--- config.mk ---
export PLATFORM = sky130hd
export DESIGN_NAME = netwake_ctrl
export DESIGN_NICKNAME = d
export VERILOG_FILES = /design/src/rtl/wake_pkg.sv /design/src/rtl/wake_pkt_qual.sv /design/src/rtl/wake_regs.sv /design/src/rtl/wake_pin.sv /design/src/rtl/netwake_ctrl.sv
export SDC_FILE = /design/constraint.sdc
export NUM_CORES = 1
export LEC_CHECK = 0
export CORE_MARGIN = 2
export CORE_UTILIZATION = 45
export DETAILED_ROUTE_END_ITERATION = 12
export DONT_BUFFER_PORTS = 1
export HOLD_SLACK_MARGIN = 0.06
export PLACE_DENSITY = 0.59
export RECOVER_POWER = 25
export SLEW_MARGIN = 40
export SYNTH_ARGS = -nofsm -noshare
export SYNTH_HDL_FRONTEND = slang
export SYNTH_HIERARCHICAL = 1
export SYNTH_SLANG_ARGS = --single-unit
--- constraint.sdc ---
create_clock -name clk -period 1.05 [get_ports clk]
set_clock_uncertainty 0.05 [all_clocks]
set_input_delay 0.21 -clock clk [delete_from_list [all_inputs] [get_ports clk]]
set_output_delay 0.21 -clock clk [all_outputs]
set_load 0.005 [all_outputs]
--- src/rtl/wake_pkg.sv ---
package wake_pkg;
  localparam int REG_W = 16;

  typedef enum logic [1:0] {
    SEL_CTRL  = 2'd0,
    SEL_STAT  = 2'd1,
    SEL_FMASK = 2'd2,
    SEL_PMCS  = 2'd3
  } reg_sel_e;

  localparam int CTRL_APM_EN  = 0;
  localparam int CTRL_APM_PME = 1;
  localparam int STAT_MAGIC   = 0;
  localparam int PMCS_PME_EN  = 8;
  localparam int PMCS_PME_ST  = 15;

  // write-one-to-clear with set priority
  function automatic logic w1c_next(input logic cur, input logic set, input logic clr);
    return set | (cur & ~clr);
  endfunction

  // two-stage filter rule: address filter AND any enabled filter hit
  function automatic logic filter_pass(input logic addr_ok, input logic any_enabled_hit);
    return addr_ok & any_enabled_hit;
  endfunction
endpackage

--- src/rtl/wake_pkt_qual.sv ---
module wake_pkt_qual #(
  parameter int NUM_FILT = 4
) (
  input  logic                clk,
  input  logic                rst_n,
  input  logic                pkt_valid,
  input  logic                pkt_err,
  input  logic                pkt_magic,
  input  logic                pkt_addr_pass,
  input  logic [NUM_FILT-1:0] pkt_filt_hit,
  input  logic [NUM_FILT-1:0] filt_mask,
  input  logic                apm_en,
  output logic                apm_go,
  output logic                acpi_go
);
  import wake_pkg::*;

  logic pkt_ok;
  logic any_hit;

  assign pkt_ok  = pkt_valid & ~pkt_err;
  assign any_hit = |(pkt_filt_hit & filt_mask);
  assign apm_go  = pkt_ok & pkt_magic & apm_en;
  assign acpi_go = pkt_ok & filter_pass(pkt_addr_pass, any_hit);

  // errored or non-strobed packets never qualify
  p_err_blocks_r3: assert property (@(posedge clk) disable iff (!rst_n)
    (pkt_err || !pkt_valid) |-> (!apm_go && !acpi_go));
  // filter path needs the address filter
  p_acpi_addr_r7: assert property (@(posedge clk) disable iff (!rst_n)
    acpi_go |-> pkt_addr_pass);
endmodule

--- src/rtl/wake_regs.sv ---
module wake_regs #(
  parameter int NUM_FILT = 4
) (
  input  logic                     clk,
  input  logic                     rst_n,
  input  logic                     cfg_load,
  input  logic                     cfg_apm_en,
  input  logic                     apm_go,
  input  logic                     acpi_go,
  input  logic                     reg_wr,
  input  logic [1:0]               reg_sel,
  input  logic [wake_pkg::REG_W-1:0] reg_wdata,
  output logic [wake_pkg::REG_W-1:0] reg_rdata,
  output logic                     apm_en,
  output logic [NUM_FILT-1:0]      filt_mask,
  output logic                     apm_hold,
  output logic                     pme_st,
  output logic                     pme_en
);
  import wake_pkg::*;

  logic       apm_en_q, apm_pme_q, magic_q, armed_q, pme_st_q, pme_en_q;
  logic [1:0] ps_q;
  logic [NUM_FILT-1:0] fmask_q;

  logic wr_ctrl, wr_stat, wr_fmask, wr_pmcs;
  logic clr_magic, clr_pme_st, pme_set;
  logic hold_now;
  logic unused_wdata;

  assign wr_ctrl  = reg_wr && (reg_sel == SEL_CTRL);
  assign wr_stat  = reg_wr && (reg_sel == SEL_STAT);
  assign wr_fmask = reg_wr && (reg_sel == SEL_FMASK);
  assign wr_pmcs  = reg_wr && (reg_sel == SEL_PMCS);

  assign clr_magic  = wr_stat & reg_wdata[STAT_MAGIC];
  assign clr_pme_st = wr_pmcs & reg_wdata[PMCS_PME_ST];
  assign pme_set    = (apm_go & apm_pme_q) | acpi_go;
  assign hold_now   = armed_q & magic_q & apm_pme_q & apm_en_q;
  assign unused_wdata = ^reg_wdata;

  always_ff @(posedge clk or negedge rst_n) begin
    if (!rst_n) begin
      apm_en_q  <= 1'b0;
      apm_pme_q <= 1'b0;
      magic_q   <= 1'b0;
      armed_q   <= 1'b0;
      pme_st_q  <= 1'b0;
      pme_en_q  <= 1'b0;
      ps_q      <= 2'b00;
      fmask_q   <= '0;
    end else begin
      if (cfg_load)     apm_en_q <= cfg_apm_en;
      else if (wr_ctrl) apm_en_q <= reg_wdata[CTRL_APM_EN];
      if (wr_ctrl)  apm_pme_q <= reg_wdata[CTRL_APM_PME];
      if (wr_fmask) fmask_q   <= reg_wdata[NUM_FILT-1:0];
      if (wr_pmcs) begin
        pme_en_q <= reg_wdata[PMCS_PME_EN];
        ps_q     <= reg_wdata[1:0];
      end
      magic_q  <= w1c_next(magic_q, apm_go, clr_magic);
      pme_st_q <= w1c_next(pme_st_q, pme_set, clr_pme_st);
      armed_q  <= (apm_go & apm_pme_q) | hold_now;
    end
  end

  always_comb begin
    reg_rdata = '0;
    unique case (reg_sel)
      SEL_CTRL: begin
        reg_rdata[CTRL_APM_EN]  = apm_en_q;
        reg_rdata[CTRL_APM_PME] = apm_pme_q;
      end
      SEL_STAT:  reg_rdata[STAT_MAGIC] = magic_q;
      SEL_FMASK: reg_rdata[NUM_FILT-1:0] = fmask_q;
      default: begin
        reg_rdata[1:0]         = ps_q;
        reg_rdata[PMCS_PME_EN] = pme_en_q;
        reg_rdata[PMCS_PME_ST] = pme_st_q;
      end
    endcase
  end

  assign apm_en    = apm_en_q;
  assign filt_mask = fmask_q;
  assign apm_hold  = hold_now;
  assign pme_st    = pme_st_q;
  assign pme_en    = pme_en_q;

  // enable moves only by config load or control write
  p_apm_en_src_r2: assert property (@(posedge clk) disable iff (!rst_n)
    (!cfg_load && !wr_ctrl) |=> $stable(apm_en_q));
  // packet set beats a same-cycle clear
  p_set_wins_r9: assert property (@(posedge clk) disable iff (!rst_n)
    apm_go |=> magic_q);
  // a filter-path match always lands in PM status
  p_acpi_sets_st_r7: assert property (@(posedge clk) disable iff (!rst_n)
    acpi_go |=> pme_st_q);
  // magic-received only rises from an accepted magic packet
  p_magic_src_r4: assert property (@(posedge clk) disable iff (!rst_n)
    (!magic_q && !apm_go) |=> !magic_q);
endmodule

--- src/rtl/wake_pin.sv ---
module wake_pin (
  input  logic clk,
  input  logic rst_n,
  input  logic apm_hold,
  input  logic pme_st,
  input  logic pme_en,
  output logic wake_o
);
  logic wake_q;

  always_ff @(posedge clk or negedge rst_n) begin
    if (!rst_n) wake_q <= 1'b0;
    else        wake_q <= apm_hold | (pme_st & pme_en);
  end

  assign wake_o = wake_q;

  // a pin not held by magic needs the PM enable
  p_wake_cause_r8: assert property (@(posedge clk) disable iff (!rst_n)
    (wake_o && !$past(apm_hold)) |-> $past(pme_en));
  // once the magic hold drops and the PM term is off, the pin falls
  p_hold_release_r6: assert property (@(posedge clk) disable iff (!rst_n)
    ($fell(apm_hold) && !(pme_st && pme_en)) |=> !wake_o);
endmodule

--- src/rtl/netwake_ctrl.sv ---
module netwake_ctrl #(
  parameter int NUM_FILT = 4
) (
  input  logic                clk,
  input  logic                rst_n,
  input  logic                cfg_load,
  input  logic                cfg_apm_en,
  input  logic                pkt_valid,
  input  logic                pkt_err,
  input  logic                pkt_magic,
  input  logic                pkt_addr_pass,
  input  logic [NUM_FILT-1:0] pkt_filt_hit,
  input  logic                reg_wr,
  input  logic [1:0]          reg_sel,
  input  logic [15:0]         reg_wdata,
  output logic [15:0]         reg_rdata,
  output logic                wake_o
);
  logic                apm_go, acpi_go, apm_en, apm_hold, pme_st, pme_en;
  logic [NUM_FILT-1:0] filt_mask;

  wake_pkt_qual #(.NUM_FILT(NUM_FILT)) u_qual (
    .clk(clk), .rst_n(rst_n),
    .pkt_valid(pkt_valid), .pkt_err(pkt_err), .pkt_magic(pkt_magic),
    .pkt_addr_pass(pkt_addr_pass), .pkt_filt_hit(pkt_filt_hit),
    .filt_mask(filt_mask), .apm_en(apm_en),
    .apm_go(apm_go), .acpi_go(acpi_go)
  );

  wake_regs #(.NUM_FILT(NUM_FILT)) u_regs (
    .clk(clk), .rst_n(rst_n),
    .cfg_load(cfg_load), .cfg_apm_en(cfg_apm_en),
    .apm_go(apm_go), .acpi_go(acpi_go),
    .reg_wr(reg_wr), .reg_sel(reg_sel), .reg_wdata(reg_wdata),
    .reg_rdata(reg_rdata),
    .apm_en(apm_en), .filt_mask(filt_mask), .apm_hold(apm_hold),
    .pme_st(pme_st), .pme_en(pme_en)
  );

  wake_pin u_pin (
    .clk(clk), .rst_n(rst_n),
    .apm_hold(apm_hold), .pme_st(pme_st), .pme_en(pme_en),
    .wake_o(wake_o)
  );
endmodule

Yosys cells after proc, flatten, opt, wreduce, memory -nomap -nowiden --
Cells that the tools add are included.
Word-level totals: ROM bits 0, memories kept 0, bits in latches 0, bits in writable memories 0, register bits after elaboration 13, input port bits 31, output and inout port bits 17
Operators by class: multipliers 0, bitwise gates (word level) 23, reductions and logical operators 8, order comparisons 0, divide/modulo/power cells 0, equality and inequality tests 3, muxes and demuxes 7, $add $sub $neg 0, shifts and indexed selects 0
Operator list (count):
- 1-bit AND | 14
- 1-bit case mux with 3 select lines | 2
- 1-bit bitwise OR | 5
- 4-bit AND | 1
- 2-bit == test, second input constant | 2
- 1-bit logical AND | 4
- 1-bit two-way mux | 4
- 4-bit OR reduction | 1
- 1-bit inverter | 3
- 3-bit OR reduction | 1
- 2-bit by 1-bit == test with 1-bit output, second input constant | 1
- 2-bit logical NOT | 1
- 2-bit two-way mux | 1
- 2-bit nonzero test | 1

Longest topological paths before layout --
Gate-level depths: netlist of run 1.
depth after elaboration 7, depth in mapped cells 4, gate-level depth less buffers 3

Cells and area by module --
Netlist of run 1, hierarchy kept.
Modules (own cells, without submodules):
- wake_regs | cells each 53, instances 1, seq. area each 300.3 um^2, area each 673.1 um^2
- wake_pkt_qual | cells each 5, instances 1, seq. area each 0.0 um^2, area each 38.8 um^2
- wake_pin | cells each 2, instances 1, seq. area each 25.0 um^2, area each 32.5 um^2

Worst setup path before layout of run 1 --
OpenSTA, ideal clock, no wires.
path type input port to flip-flop, from input port reg_sel[1], to register u_regs.apm_en_q, in the netlist u_regs/apm_en, arrival 1108 ps, stages on the path 4, slack -233 ps, path buffers 1, cell sequence buf_6 > nor3b_2 > mux2_4 > mux2_2
Between the ends: word-level cells in the longest chain between the ends 3
RTL lines:
- from (decl) | RTL line netwake_ctrl.sv:14 | input logic [1:0] reg_sel,
- 2-bit logical NOT | RTL line wake_regs.sv:31 | assign wr_ctrl = reg_wr && (reg_sel == SEL_CTRL);
- 1-bit logical AND | RTL line wake_regs.sv:31
- 2-bit nonzero test (no line)
- to (signal assigned) | RTL line wake_regs.sv:53 | if (cfg_load) apm_en_q <= cfg_apm_en;
- to (signal assigned) | RTL line wake_regs.sv:54 | else if (wr_ctrl) apm_en_q <= reg_wdata[CTRL_APM_EN];
- to (decl) | RTL line wake_regs.sv:22 | logic apm_en_q, apm_pme_q, magic_q, armed_q, pme_st_q, pme_en_q;
Every way passes these cells. A chain may end at the register's enable or synchronous reset.

Final worst setup path of run 1 --
from register u_regs.magic_q, to output port reg_rdata[0]
Between the ends: word-level cells in the longest chain between the ends 1
RTL lines:
- from (decl) | RTL line wake_regs.sv:22
- from (signal assigned) | RTL line wake_regs.sv:61 | magic_q <= w1c_next(magic_q, apm_go, clr_magic);
- 1-bit case mux with 3 select lines | RTL line wake_regs.sv:69 | unique case (reg_sel)
- to (decl) | RTL line netwake_ctrl.sv:16 | output logic [15:0] reg_rdata,
Every way passes these cells.

==> run_results.csv, run 1 <==
group,metric,value,unit
run_status,outcome,"finished with violations",
run_status,violations,"negative setup slack",
timing,fmax,0.715,GHz
routing,viasPerCell,5.41,
worst_setup_path,critical_path_buf_inv_count,0,
min_path,worstHoldPathType,"input pin to flop",
logic_synthesis,yosysWarnings,6,
power,ir_drop,1180,uV
job,cap_violations,0,
floorplanning,dieArea,0.00200,mm2
worst_setup_path,cp-end-kind,"output pin",
routing,antenna_left,0,
grt,grt-ovfl-total,0,
logic_synthesis,ys_top_cells_by_area,"dfrtp_1, mux2_2, buf_4",
cells_and_area,area_growth,23.9,%
timing,hold_viol,0,
worst_setup_path,worstPathMaxFanout,2,
routing,wl_per_cell,16.0,um
logic_synthesis,synth.top_cell.area_share,0.437,
logic_synthesis,synth_edf_count,0,
logic_synthesis,seq_area_frac_synth,0.437,
worst_setup_path,start_kind,"flop",
timing,fin_crit,1400,ps
timing,finalWorstSetupSlack,-348,ps
floorplanning,die_x,44.7,um
power,sequentialPowerShare,0.503,
worst_setup_path,timing.reg2reg.setup_slack,-140,ps
grt,track_usage,0.178,
floorplanning,pin_count,48,
cells_and_area,nFillCells,131,
power,p_per_area,1410,mW/mm2
routing,vias,509,
timing,slew_violations,0,
worst_setup_path,cp.arrival,1140,ps
timing,slew_headroom,0.599,
grt,grt_pass1_vias,526,
timing,setup_viol,10,
cells_and_area,fin_cells,94,
floorplanning,dieHeight,44.7,um
floorplanning,rows,14,
worst_setup_path,critical_path_class,"flop to output pin",
worst_setup_path,cp_cell_sequence,"mux4_2",
timing,worstMarginPinSlew,600,ps
logic_synthesis,synth_common_cells,"dfrtp_1, buf_4, mux2_2, a21o_1",
worst_setup_path,path_delay_family,"multiplexers",
grt,antenna_found_initial,0,
grt,grt_max_degree,14,
timing,rsz0062_at_grt,"yes",
timing,fin_crit_sh,1.33,
logic_synthesis,syn_area_per_cell,12.4,um2
power,p_int,0.979,mW
clock_network,cts_made_buffers,3,
logic_synthesis,synth_seq_cells,13,
floorplanning,start_util,0.489,
logic_synthesis,async_flop_share,1.00,
placed_design,pre_cts_slack,-122,ps
clock_network,clk_path_buf_depth,2,
worst_setup_path,critPathSlowestCell,"mux4_2",
routing,wl,1510,um
routing,drc,0,
placed_design,dpl.hpwl,1040,um
clock_network,clk_latency,270,ps
logic_synthesis,synth_cell_types,24,
worst_setup_path,cp.required,790,ps
worst_setup_path,cpPeakStageDelay,480,ps
clock_network,cts_sinks,13,
placed_design,place_inst,76,
grt,grt_pass1_wl,2430,um
logic_synthesis,yosys.area.top_type,"dfrtp_1",
cells_and_area,design_area,922,um2
routing,dr.first_iter.drc_count,12,
power,sw_frac_of_total,0.248,
placed_design,portBuffers,0,
placed_design,gp_congestion,0.753,
clock_network,tritoncts,"built",
power,clockPowerShare,0.229,
power,switching_power,0.322,mW
routing,dr.pass1.iters,3,
clock_network,clkTransAtPathRegs,70,ps
placed_design,dpl_cell_area,732,um2
cells_and_area,drive_above_1_share,0.436,
clock_network,root_buffer,"clkbuf_4",
power,p_leak,0.432,nW
power,total_power,1.30,mW
logic_synthesis,synth_top_flop_cell,"dfrtp_1",
power,comb_power_share,0.268,
logic_synthesis,synth_most_common_cell,"dfrtp_1",
cells_and_area,finalNetCount,110,
clock_network,htree_num_levels,1,
cells_and_area,antennaDiodeCount,0,
logic_synthesis,synth_area,744,um2
logic_synthesis,synthCells,60,
floorplanning,core_area,0.00152,mm2
area by class of cell:
type,instances,area [um2],area share
Multi-Input combinational cell,44,392,0.425
Sequential cell,13,325,0.353
Timing Repair Buffer,17,159,0.172
Clock buffer,4,26.3,0.0285
Tap cell,16,20.0,0.0217
worst register-to-register path, stage by stage (launching register included):
cell and delay (ps):
dfrtp_1 390, buf_6 120, mux2_4 260, mux2_2 260
per-stage QoR:
stage           util  TNS, ps  hold slack [ps]
2_1_floorplan      -     -327             -136
3_3_place_gp   0.480     -429             -135
3_5_place_dp   0.480     -400             -135
4_1_cts        0.589    -1340             82.2
5_1_grt        0.605    -1640             85.1
6_report       0.605    -1240             91.9
layout by cell type (no fill, tap or decap), types with 2 or more instances in the layout:
cell type      instances
a21o_1                 3
and2_4                 2
and3_4                 2
buf_4                  6
buf_6                  3
clkbuf_4               3
conb_1                10
dfrtp_1               13
dlygate4sd3_1          8
mux2_2                 9
mux2_4                 2
final timing paths:
check | endpoint | startpoint | depth (start not counted)
worst min-delay path | u_regs/pme_st | reg_sel[1] | 2
max in group asynchronous | u_regs/ps_q[1] | rst_n | 1
min in group asynchronous | u_regs/filt_mask[2] | rst_n | 1
worst max-delay path | reg_rdata[0] | u_regs/magic_q | 1
worst min register to register | u_regs/ps_q[1] | u_regs/ps_q[1] | 1
worst max register to register | u_regs/apm_en | u_regs/apm_en | 3
sequential cells by signal, indices dropped and copies added, names as in the netlist:
register and count:
u_pin/wake_o 1, u_regs/ps_q 2, u_regs/magic_q 1, u_regs/apm_en 1, u_regs/pme_st 1, u_regs/armed_q 1
u_regs/apm_pme_q 1, u_regs/filt_mask 4, u_regs/pme_en 1
cells by family after synthesis:
group	synth area share
compound gates	0.0823
buf+inv	0.131
flops	0.437
mux	0.202
other cells	0.00504
simple gates	0.143
power by group through the flow:
| stage | combinational, mW | clock, mW | sequential (mW) |
|---|---|---|---|
| 2_1_floorplan | 0.220 | 0 | 0.649 |
| 3_3_place_gp | 0.204 | 0 | 0.669 |
| 3_5_place_dp | 0.207 | 0 | 0.670 |
| 4_1_cts | 0.326 | 0.322 | 0.650 |
| 5_1_grt | 0.382 | 0.337 | 0.666 |
| 6_report | 0.349 | 0.298 | 0.654 |
layer usage:
layer,part of all wire,routed length (um),vias to the layer above,GRT usage
li1,-,-,238,-
met1,0.41,624,240,0.188
met2,0.48,717,26,0.296
met3,0.092,139,5,0.0816
met4,0.015,23,0,0.0909
met5,0,0,-,0
repair_timing:
action                                  CTS  global route
resized for setup                         6             4
hold buffers                              8             0
hold endpoints to repair                 22             0
buffers inserted                          5             1
endpoints found under the setup margin   10            10
pin swaps                                 4             1
Power figures use the tool's default switching activity.
==> run 2, diff against run 1 <==
--- a/config.mk
+++ b/config.mk
@@ -5,6 +5,7 @@
 export SDC_FILE = /design/constraint.sdc
 export NUM_CORES = 1
 export LEC_CHECK = 0
+export ABC_CLOCK_PERIOD_IN_PS = 1200
 export CORE_MARGIN = 2
 export CORE_UTILIZATION = 45
 export DETAILED_ROUTE_END_ITERATION = 12
@@ -12,6 +13,7 @@
 export HOLD_SLACK_MARGIN = 0.06
 export PLACE_DENSITY = 0.59
 export RECOVER_POWER = 25
+export SKIP_LAST_GASP = 1
 export SLEW_MARGIN = 40
 export SYNTH_ARGS = -nofsm -noshare
 export SYNTH_HDL_FRONTEND = slang
==> constraint.sdc (replaced) <==
create_clock -name clk -period 1.2 [get_ports clk]
set_clock_uncertainty 0.05 [all_clocks]
set_input_delay 0.24 -clock clk [delete_from_list [all_inputs] [get_ports clk]]
set_output_delay 0.24 -clock clk [all_outputs]
set_load 0.005 [all_outputs]
==> run 2 against run 1 <==
  * The flow still finishes with violations (negative setup slack)
  * Sequential cell count is the same
  * Combinational power shrank 27%
  * First-iteration DRC count shrank 8.3%
  * Total power shrank 15%
  * Via count grew 1.8%
  * Critical path depth is the same
  * Utilization shrank 3.1 points
  * Global-route usage shrank 1.1 points
  * Critical endpoint unchanged
  * Highest routed layer is now met3
==> run_results.csv, run 2 (synthesized netlist as in run 1, its figures left out) <==
group,metric,value,unit
run_status,outcome,"finished with violations",
run_status,violations,"negative setup slack",
grt,track_usage,0.167,
clock_network,clkTransAtPathRegs,80,ps
power,comb_power_share,0.230,
grt,grt_pass1_vias,498,
timing,setup_tns,-562,ps
timing,fin_crit,1450,ps
grt,use_met2,0.243,
clock_network,htree_num_levels,1,
clock_network,cts_sinks,13,
timing,fin_crit_sh,1.21,
min_path,worstHoldEndpoint,"u_regs/magic_q",
power,ir_drop,749,uV
cells_and_area,area_growth,17.5,%
timing,rsz0062_at_grt,"yes",
cells_and_area,largest_register_ffs,4,
floorplanning,dieHeight,44.7,um
timing,slew_headroom,0.588,
grt,grt_pass1_wl,2300,um
clock_network,clk_latency,270,ps
cells_and_area,nFillCells,144,
worst_setup_path,cp.required,910,ps
min_path,hold_depth,2,
clock_network,cts_made_buffers,3,
routing,dr.pass1.iters,4,
grt,met3_usage,0.0490,
power,clockPowerShare,0.251,
routing,dr.first_iter.drc_count,11,
worst_setup_path,reg2reg_to,"u_regs/pme_st",
timing,finalWorstSetupSlack,-249,ps
worst_setup_path,rr_startpoint,"u_regs/apm_en",
clock_network,clk_path_buf_depth,2,
cells_and_area,seq_area,325,um2
worst_setup_path,worstPathMaxFanout,2,
floorplanning,die_x,44.7,um
worst_setup_path,critical_path_buf_inv_count,0,
routing,viasPerCell,5.63,
floorplanning,start_util,0.489,
cells_and_area,multi_input_area,367,um2
routing,wl,1480,um
floorplanning,dieArea,0.00200,mm2
floorplanning,pin_count,48,
cells_and_area,drive_above_1_share,0.342,
worst_setup_path,start_kind,"flop",
floorplanning,rows,14,
power,sw_frac_of_total,0.260,
min_path,min_from,"reg_sel[0]",
worst_setup_path,cp-end-kind,"output pin",
routing,drc,0,
cells_and_area,antennaDiodeCount,0,
placed_design,portBuffers,0,
timing,setup_viol,4,
cells_and_area,final_core_util,0.574,
worst_setup_path,cp.arrival,1160,ps
timing,slew_violations,0,
routing,antenna_left,0,
worst_setup_path,cp_cell_sequence,"mux4_2",
cells_and_area,final_common_cell,"dfrtp_1",
cells_and_area,final_cell_mix,"dfrtp_1, mux2_2, conb_1",
job,cap_violations,0,
placed_design,dpl.hpwl,1000,um
placed_design,pre_cts_slack,14.3,ps
grt,antenna_found_initial,0,
timing,hold_viol,0,
power,p_int,0.819,mW
grt,grt-ovfl-total,0,
worst_setup_path,ff2ff_path_depth,3,
routing,vias,518,
grt,gr-usage-met1,0.213,
grt,gr-max-usage-layer,"met2",
grt,grt_max_degree,14,
floorplanning,core_area,0.00152,mm2
min_path,worstHoldPathType,"input pin to flop",
routing,wl_per_cell,16.1,um
clock_network,tritoncts,"built",
power,switching_power,0.288,mW
power,p_leak,0.413,nW
power,p_per_area,1270,mW/mm2
worst_setup_path,critPathSlowestCell,"mux4_2",
worst_setup_path,path_delay_family,"multiplexers",
clock_network,root_buffer,"clkbuf_4",
power,sequentialPowerShare,0.519,
cells_and_area,finalNetCount,108,
timing,worstMarginPinSlew,616,ps
placed_design,gp_congestion,0.714,
worst_setup_path,critical_path_class,"flop to output pin",
worst_setup_path,cpPeakStageDelay,480,ps
timing,fmax,0.690,GHz
worst_setup_path,timing.reg2reg.setup_slack,-60,ps
-- run 2: cell type report --
cell class,count,area share
multi-input cells,44,0.419
flip-flops and latches,13,0.372
repair buffers,15,0.156
clock buffers,4,0.0300
well taps,16,0.0229
-- run 2: power by group through the flow --
stage,Combinational (mW),Clock [mW],Sequential (mW)
floorplan,0.192,0,0.568
global placement,0.163,0,0.589
detailed placement,0.164,0,0.592
CTS,0.237,0.286,0.575
global route,0.277,0.303,0.586
finish,0.254,0.278,0.575
-- run 2: how the worst max path moves through the flow --
| stage | startpoint | end | slack (ps) | cells past startpoint |
|---|---|---|---|---|
| after global placement | reg_sel[0] | u_regs/apm_en | 10 | 3 |
| final | u_regs/apm_en | reg_rdata[0] | -250 | 1 |
| after global routing | u_regs/ps_q[1] | reg_rdata[1] | -300 | 2 |
| after CTS | u_regs/filt_mask[1] | reg_rdata[1] | -240 | 2 |
| after detailed placement | reg_sel[0] | u_regs/apm_en | 10 | 3 |
| after floorplan | reg_sel[0] | u_regs/apm_en | -100 | 4 |
-- run 2: repair_timing --
action | CTS | global route
cloned | 0 | 0
hold endpoints to repair | 22 | 0
hold buffers | 8 | 0
pin swaps | 1 | 1
buffers inserted | 4 | 2
resized for setup | 0 | 2
setup endpoints to repair | 2 | 5
-- run 2: through the flow --
step / instances / hold slack [ps] / total power [mW] / instance area [um2]
3_3_place_gp: 74 / -105 / 0.752 / 714
3_5_place_dp: 74 / -105 / 0.756 / 714
4_1_cts: 90 / 102 / 1.10 / 851
5_1_grt: 92 / 112 / 1.17 / 875
2_1_floorplan: 69 / -106 / 0.760 / 793
6_report: 92 / 113 / 1.11 / 875
-- run 2: per-layer routing --
layer / wire, um / vias up
met2: 646 / 34
met1: 648 / 254
met3: 184 / 0
met5: 0 / -
li1: - / 230
met4: 0 / 0
